===== config.mk =====
export PLATFORM = sky130hd
export DESIGN_NAME = muldiv_hilo
export DESIGN_NICKNAME = d
export VERILOG_FILES = /design/src/rtl/mdu_pkg.sv /design/src/rtl/mdu_rst_sync.sv /design/src/rtl/mdu_mult.sv /design/src/rtl/mdu_div.sv /design/src/rtl/muldiv_hilo.sv
export SDC_FILE = /design/constraint.sdc
export NUM_CORES = 2
export LEC_CHECK = 0
export ABC_AREA = 1
export BUFFER_PORTS_ARGS = -buffer_cell sky130_fd_sc_hd__buf_4
export CORE_MARGIN = 4
export CORE_UTILIZATION = 44
export DETAILED_ROUTE_END_ITERATION = 6
export GPL_ROUTABILITY_DRIVEN = 0
export PLACE_DENSITY_LB_ADDON = 0.25
export SKIP_LAST_GASP = 1
export SYNTH_ARGS = -nofsm -noshare
export SYNTH_HDL_FRONTEND = slang
export SYNTH_HIERARCHICAL = 1
export SYNTH_SLANG_ARGS = --single-unit

===== constraint.sdc =====
create_clock -name clk -period 8.5 [get_ports clk]
set_input_delay 0.85 -clock clk [delete_from_list [all_inputs] [get_ports clk]]
set_output_delay 0.85 -clock clk [all_outputs]
set_load 0.02 [all_outputs]

===== src/rtl/mdu_pkg.sv =====
package mdu_pkg;

  localparam int OP_W = 3;

  typedef enum logic [OP_W-1:0] {
    OP_MULS = 3'd0,
    OP_MULU = 3'd1,
    OP_DIVS = 3'd2,
    OP_DIVU = 3'd3,
    OP_WRHI = 3'd4,
    OP_WRLO = 3'd5
  } mdu_op_e;

endpackage


===== src/rtl/mdu_rst_sync.sv =====
module mdu_rst_sync #(
  parameter int STAGES = 2
) (
  input  logic clk,
  input  logic rst_n,
  output logic rst_sn
);

  logic [STAGES-1:0] sh_q;

  always_ff @(posedge clk or negedge rst_n) begin
    if (!rst_n) sh_q <= '0;
    else        sh_q <= {sh_q[STAGES-2:0], 1'b1};
  end

  assign rst_sn = sh_q[STAGES-1];

endmodule


===== src/rtl/mdu_mult.sv =====
module mdu_mult #(
  parameter int W = 32
) (
  input  logic           sg,
  input  logic [W-1:0]   a,
  input  logic [W-1:0]   b,
  output logic [2*W-1:0] prod
);

  localparam int PW = 2 * W;

  logic [PW-1:0] a_ext;
  logic [PW-1:0] b_ext;

  // Sign-extend to the full product width; the modulo-2^PW product is then
  // correct for both two's complement and unsigned operands.
  always_comb begin
    a_ext = {{W{sg & a[W-1]}}, a};
    b_ext = {{W{sg & b[W-1]}}, b};
    prod  = a_ext * b_ext;
  end

endmodule


===== src/rtl/mdu_div.sv =====
module mdu_div #(
  parameter int W = 32
) (
  input  logic         clk,
  input  logic         rst_n,
  input  logic         go,
  input  logic         sg,
  input  logic [W-1:0] dvd,
  input  logic [W-1:0] dvs,
  output logic         busy,
  output logic         done,
  output logic [W-1:0] quo,
  output logic [W-1:0] rem
);

  localparam int            CW   = $clog2(W);
  localparam logic [CW-1:0] LAST = CW'(W - 1);

  logic          act_q, act_n;
  logic [CW-1:0] cnt_q, cnt_n;
  logic [W-1:0]  acc_q, acc_n;
  logic [W-1:0]  sh_q, sh_n;
  logic [W-1:0]  dvs_q, dvs_n;
  logic          nq_q, nq_n;
  logic          nr_q, nr_n;
  logic          reg_en;

  logic [W-1:0]  mag_a, mag_b;
  logic [W:0]    trial;
  logic          fit;
  logic [W-1:0]  acc_s, sh_s;

  // one restoring step per cycle on operand magnitudes
  always_comb begin
    mag_a = (sg && dvd[W-1]) ? (~dvd + 1'b1) : dvd;
    mag_b = (sg && dvs[W-1]) ? (~dvs + 1'b1) : dvs;
    trial = {acc_q, sh_q[W-1]} - {1'b0, dvs_q};
    fit   = ~trial[W];
    acc_s = fit ? trial[W-1:0] : {acc_q[W-2:0], sh_q[W-1]};
    sh_s  = {sh_q[W-2:0], fit};
  end

  always_comb begin
    act_n = act_q;
    cnt_n = cnt_q;
    acc_n = acc_q;
    sh_n  = sh_q;
    dvs_n = dvs_q;
    nq_n  = nq_q;
    nr_n  = nr_q;
    if (go && !act_q) begin
      act_n = 1'b1;
      cnt_n = '0;
      acc_n = '0;
      sh_n  = mag_a;
      dvs_n = mag_b;
      nq_n  = sg & (dvd[W-1] ^ dvs[W-1]);
      nr_n  = sg & dvd[W-1];
    end else if (act_q) begin
      acc_n = acc_s;
      sh_n  = sh_s;
      cnt_n = cnt_q + 1'b1;
      if (cnt_q == LAST) act_n = 1'b0;
    end
  end

  assign reg_en = go | act_q;

  always_ff @(posedge clk or negedge rst_n) begin
    if (!rst_n) begin
      act_q <= 1'b0;
      cnt_q <= '0;
      acc_q <= '0;
      sh_q  <= '0;
      dvs_q <= '0;
      nq_q  <= 1'b0;
      nr_q  <= 1'b0;
    end else if (reg_en) begin
      act_q <= act_n;
      cnt_q <= cnt_n;
      acc_q <= acc_n;
      sh_q  <= sh_n;
      dvs_q <= dvs_n;
      nq_q  <= nq_n;
      nr_q  <= nr_n;
    end
  end

  assign busy = act_q;
  assign done = act_q && (cnt_q == LAST);
  assign quo  = nq_q ? (~sh_s + 1'b1) : sh_s;
  assign rem  = nr_q ? (~acc_s + 1'b1) : acc_s;

endmodule


===== src/rtl/muldiv_hilo.sv =====
module muldiv_hilo
  import mdu_pkg::*;
#(
  parameter int W = 32
) (
  input  logic         clk,
  input  logic         rst_n,
  input  logic         start,
  input  logic [2:0]   op,
  input  logic [W-1:0] opa,
  input  logic [W-1:0] opb,
  input  logic         rd_req,
  input  logic         rd_sel,
  output logic         rd_ready,
  output logic [W-1:0] rd_data,
  output logic         busy,
  output logic         div_zero
);

  localparam logic [W-1:0] ALL1 = '1;

  logic         rst_s;

  logic         is_mul, is_div, is_whi, is_wlo;
  logic         acc_mul, acc_div, acc_dz;

  logic         mul_q, msg_q;
  logic [W-1:0] ma_q, mb_q;
  logic [2*W-1:0] prod;

  logic         div_busy, div_done;
  logic [W-1:0] div_quo, div_rem;

  logic         done;
  logic [W-1:0] res_hi, res_lo;

  logic [W-1:0] hi_q, hi_n, lo_q, lo_n;
  logic         ph_v_q, ph_v_n, pl_v_q, pl_v_n;
  logic [W-1:0] ph_d_q, ph_d_n, pl_d_q, pl_d_n;
  logic         phv_e, plv_e;
  logic [W-1:0] phd_e, pld_e;
  logic         dz_q, dz_n;
  logic         hi_en, lo_en, pend_en;

  mdu_rst_sync #(.STAGES(2)) u_rst_sync (
    .clk   (clk),
    .rst_n (rst_n),
    .rst_sn(rst_s)
  );

  // issue decode
  always_comb begin
    is_mul  = start && ((op == OP_MULS) || (op == OP_MULU));
    is_div  = start && ((op == OP_DIVS) || (op == OP_DIVU));
    is_whi  = start && (op == OP_WRHI);
    is_wlo  = start && (op == OP_WRLO);
    acc_mul = is_mul && !busy;
    acc_div = is_div && !busy && (opb != '0);
    acc_dz  = is_div && !busy && (opb == '0);
  end

  mdu_mult #(.W(W)) u_mult (
    .sg  (msg_q),
    .a   (ma_q),
    .b   (mb_q),
    .prod(prod)
  );

  mdu_div #(.W(W)) u_div (
    .clk  (clk),
    .rst_n(rst_s),
    .go   (acc_div),
    .sg   (op == OP_DIVS),
    .dvd  (opa),
    .dvs  (opb),
    .busy (div_busy),
    .done (div_done),
    .quo  (div_quo),
    .rem  (div_rem)
  );

  assign busy = mul_q | div_busy;
  assign done = mul_q | div_done;

  always_comb begin
    if (mul_q) begin
      res_hi = prod[2*W-1:W];
      res_lo = prod[W-1:0];
    end else begin
      res_hi = div_rem;
      res_lo = div_quo;
    end
  end

  // deferred move-to: a write arriving this cycle overrides the held one
  always_comb begin
    phv_e = ph_v_q | (is_whi && busy);
    plv_e = pl_v_q | (is_wlo && busy);
    phd_e = (is_whi && busy) ? opa : ph_d_q;
    pld_e = (is_wlo && busy) ? opa : pl_d_q;
  end

  // result register next state
  always_comb begin
    hi_n   = hi_q;
    lo_n   = lo_q;
    ph_v_n = phv_e;
    pl_v_n = plv_e;
    ph_d_n = phd_e;
    pl_d_n = pld_e;
    dz_n   = 1'b0;
    if (done) begin
      hi_n   = phv_e ? phd_e : res_hi;
      lo_n   = plv_e ? pld_e : res_lo;
      ph_v_n = 1'b0;
      pl_v_n = 1'b0;
    end else if (!busy) begin
      if (is_whi) hi_n = opa;
      if (is_wlo) lo_n = opa;
      if (acc_dz) begin
        hi_n = opa;
        lo_n = ALL1;
        dz_n = 1'b1;
      end
    end
  end

  assign hi_en   = done | (!busy && (is_whi || acc_dz));
  assign lo_en   = done | (!busy && (is_wlo || acc_dz));
  assign pend_en = busy;

  always_ff @(posedge clk or negedge rst_s) begin
    if (!rst_s) begin
      hi_q <= '0;
      lo_q <= '0;
    end else begin
      if (hi_en) hi_q <= hi_n;
      if (lo_en) lo_q <= lo_n;
    end
  end

  always_ff @(posedge clk or negedge rst_s) begin
    if (!rst_s) begin
      ph_v_q <= 1'b0;
      pl_v_q <= 1'b0;
      ph_d_q <= '0;
      pl_d_q <= '0;
    end else if (pend_en) begin
      ph_v_q <= ph_v_n;
      pl_v_q <= pl_v_n;
      ph_d_q <= ph_d_n;
      pl_d_q <= pl_d_n;
    end
  end

  always_ff @(posedge clk or negedge rst_s) begin
    if (!rst_s) begin
      mul_q <= 1'b0;
      msg_q <= 1'b0;
      ma_q  <= '0;
      mb_q  <= '0;
      dz_q  <= 1'b0;
    end else begin
      mul_q <= acc_mul;
      dz_q  <= dz_n;
      if (acc_mul) begin
        msg_q <= (op == OP_MULS);
        ma_q  <= opa;
        mb_q  <= opb;
      end
    end
  end

  assign div_zero = dz_q;
  assign rd_ready = rd_req & ~busy;
  assign rd_data  = rd_sel ? hi_q : lo_q;

endmodule


==> key figures <==
Setup path
  • CP Capture Point: hi_q[7]$_DFFE_PN0P_
  • Crit path kind: reg2reg
  • Largest stage delay, worst path: 630 ps
  • Worst-path fanout max: 20
  • Worst setup EP type: flip-flop
  • CP Launch Point: mb_q[14]$_DFFE_PN0P_
  • WP data arrival: 8890 ps
  • Critical R2R Launch: mb_q[14]$_DFFE_PN0P_
  • R2R Setup Slk: 140 ps
  • Capturing point of the worst reg2reg path: hi_q[7]$_DFFE_PN0P_
  • Setup crit start kind: flip-flop
  • CP required: 9030 ps
  • CP max stage cell: fa_1
  • R2R depth: 33

Run
  • Max Cap Viol: 0

STA
  • Achievable clock frequency: 120 MHz
  • Fin crit period: 8360 ps
  • Final setup vio count: 0
  • RSZ-0062 raised after global routing: yes
  • Clock skew: 39.1 ps
  • Tightest Pin Transition: 1210 ps
  • Crit share post-route: 98.4%
  • Rel. slew slack: 19.3%
  • Final Hold Fails: 0
  • Worst hold slack: 31.1 ps
  • Setup WS post-layout: 139 ps
  • Slew Limit Fails: 0

Yosys
  • Register area share after synthesis: 12.4%
  • Synth warn: 6
  • Asr flop ratio synth: 100%
  • Largest area contributor in the netlist: fa_1
  • Most common cell in the synthesized netlist: nand2_1
  • Post-synth EDFFs: 0
  • Synth top area share: 36.9%
  • Syn nets: 9674
  • Avg Cell Area, Syn: 7.42 µm²
  • Netlist cell types: 58
  • Post-synthesis cell count: 8226
  • Synthesized cell area: 0.0610 mm²
  • Synth cell count leaders: nand2_1, inv_1, fa_1
  • Post-synth top flop: dfrtp_1
  • Synth Register Bits: 303
  • Main area contributors after synthesis: fa_1, nand2_1, dfrtp_1

Clocking
  • Worst-Skew Late Latency: 600 ps
  • CTS tree: built
  • CTS root buffer: clkbuf_16
  • CTS buffer count: 37
  • Clock buffer depth: 3
  • Cts hold-fix bufs: 0
  • H-tree depth: 2
  • Clk pin slew, worst setup/hold paths: 60 ps
  • CTS Sinks: 303

Global route
  • Vias in the first global route: 55000
  • Largest net degree at the start of global routing: 155
  • First-pass GRT wire length: 314 mm
  • GRT Overall Usage: 27.5%
  • Gr ovfl total: 0
  • Initial antenna violation count: 6

Drt
  • Detailed-route vias per instance: 5.30
  • Drt pass-1 iters: 6
  • DRC: 0
  • Iteration-0 DRC Markers: 4714
  • Post-DRT Antenna Nets: 0
  • Vias: 52800
  • Wirelength, routed: 198 mm
  • Wire per inst: 19.9 µm

Layout
  • P&R area growth vs syn: 7.30%
  • Non-Filler Instances: 9970
  • Post-route cell area: 0.0655 mm²
  • Fillers: 13600
  • Final nets: 9596
  • Fraction of layout cells with a size suffix above 1: 6.86%

Placement
  • PortBufs: 106
  • Placed instance area: 0.0642 mm²
  • DP Cell Count: 9899
  • Post-DP HPWL: 159 mm
  • Place WS: 124 ps

Floorplan
  • IO Pins: 107
  • Die height: 380 µm
  • Core Box Area: 0.138 mm²
  • Cell Rows: 136
  • Starting Density: 44.3%
  • Die footprint: 0.145 mm²
  • DIE WIDTH: 380 µm

Run status
  • Outcome: completed

Worst hold path
  • Hold/Removal Path Class: in2async
## cell type report
type / count / area (µm²) / area share, %
diodes: 2 / 5.00 / 0.00764
flip-flops and latches: 303 / 7600 / 11.6
clock inverters: 12 / 161 / 0.246
inverters: 1946 / 7310 / 11.2
clock buffers: 53 / 1070 / 1.63
well taps: 1794 / 2240 / 3.43
multi-input cells: 5581 / 44500 / 68.0
repair buffers: 279 / 2570 / 3.93
## critical path, delay by kind of cell (launching register included)
| kind | cells | cell delay [ps] |
|---|---|---|
| buffers and inverters | 7 | 950 |
| AO/OA/AOI/OAI | 1 | 360 |
| flip-flops | 1 | 430 |
| AND/OR/NAND/NOR | 16 | 2100 |
| adder cells (fa/ha/maj) | 9 | 4440 |
## timing repair
item,4_1_cts,5_1_grt
setup buffers,0,4
resized for setup,0,16
setup endpoints to repair,0,18
## routing by layer
layer  vias to the layer above  track usage (%)  wire length [µm]  part of all wire, %
li1                      23800                -                 -                    -
met4                         2             9.23              7380                  3.7
met1                     26400             36.7             81500                   41
met3                       427             4.91             16800                  8.5
met5                         -                0                 7               0.0035
met2                      2242             45.4             92800                   47
## placed cells by master, fill, tap and decap left out, types with 38 or more instances in the layout
cell / n
buf_4: 238
nand2_1: 2584
nor3_1: 38
ha_1: 250
nand4_1: 69
nand2_2: 60
inv_1: 1921
o21ai_0: 124
nand3_1: 401
nor2_1: 378
fa_1: 1125
xor2_1: 94
a21oi_1: 117
dfrtp_1: 294
## cells by family (layout without fill, tap and decap cells)
logic type	count (synthesis)	after routing	share of synthesized area (%)
AOI/OAI and AO/OA	401	401	3.80
xor gates and xnor gates	130	130	1.87
adders and majority gates	1376	1376	42.1
buffers and inverters	2342	2290	14.7
DFF	303	303	12.4
muxes	32	32	0.590
other	1	3	0.00614
and+or+nand+nor	3641	3641	24.6
## worst min path at each step
| stage | start | end | slack [ps] | depth (start not counted) |
|---|---|---|---|---|
| after global routing | rst_n | u_rst_sync/sh_q[1]$_DFF_PN0_ | 20 | 1 |
| after floorplan | u_rst_sync/sh_q[0]$_DFF_PN0_ | u_rst_sync/sh_q[1]$_DFF_PN0_ | 330 | 0 |
| after CTS | rst_n | u_rst_sync/sh_q[1]$_DFF_PN0_ | 7 | 1 |
| final | rst_n | u_rst_sync/sh_q[1]$_DFF_PN0_ | 30 | 1 |
| after global placement | u_rst_sync/sh_q[1]$_DFF_PN0_ | pl_d_q[16]$_DFFE_PN0P_ | 330 | 0 |
| after detailed placement | u_rst_sync/sh_q[1]$_DFF_PN0_ | lo_q[17]$_DFFE_PN0P_ | 330 | 0 |
## metrics by stage
stage / util [%] / setup TNS (ps)
final: 47.6 / 0
after global routing: 47.6 / -102
after CTS: 47.5 / 0
after detailed placement: 46.6 / 0
after global placement: 46.6 / 0
after floorplan: - / 0
Power is not shown: default switching activity piles up to over one toggle a cycle in this logic, so the estimate is an artifact.
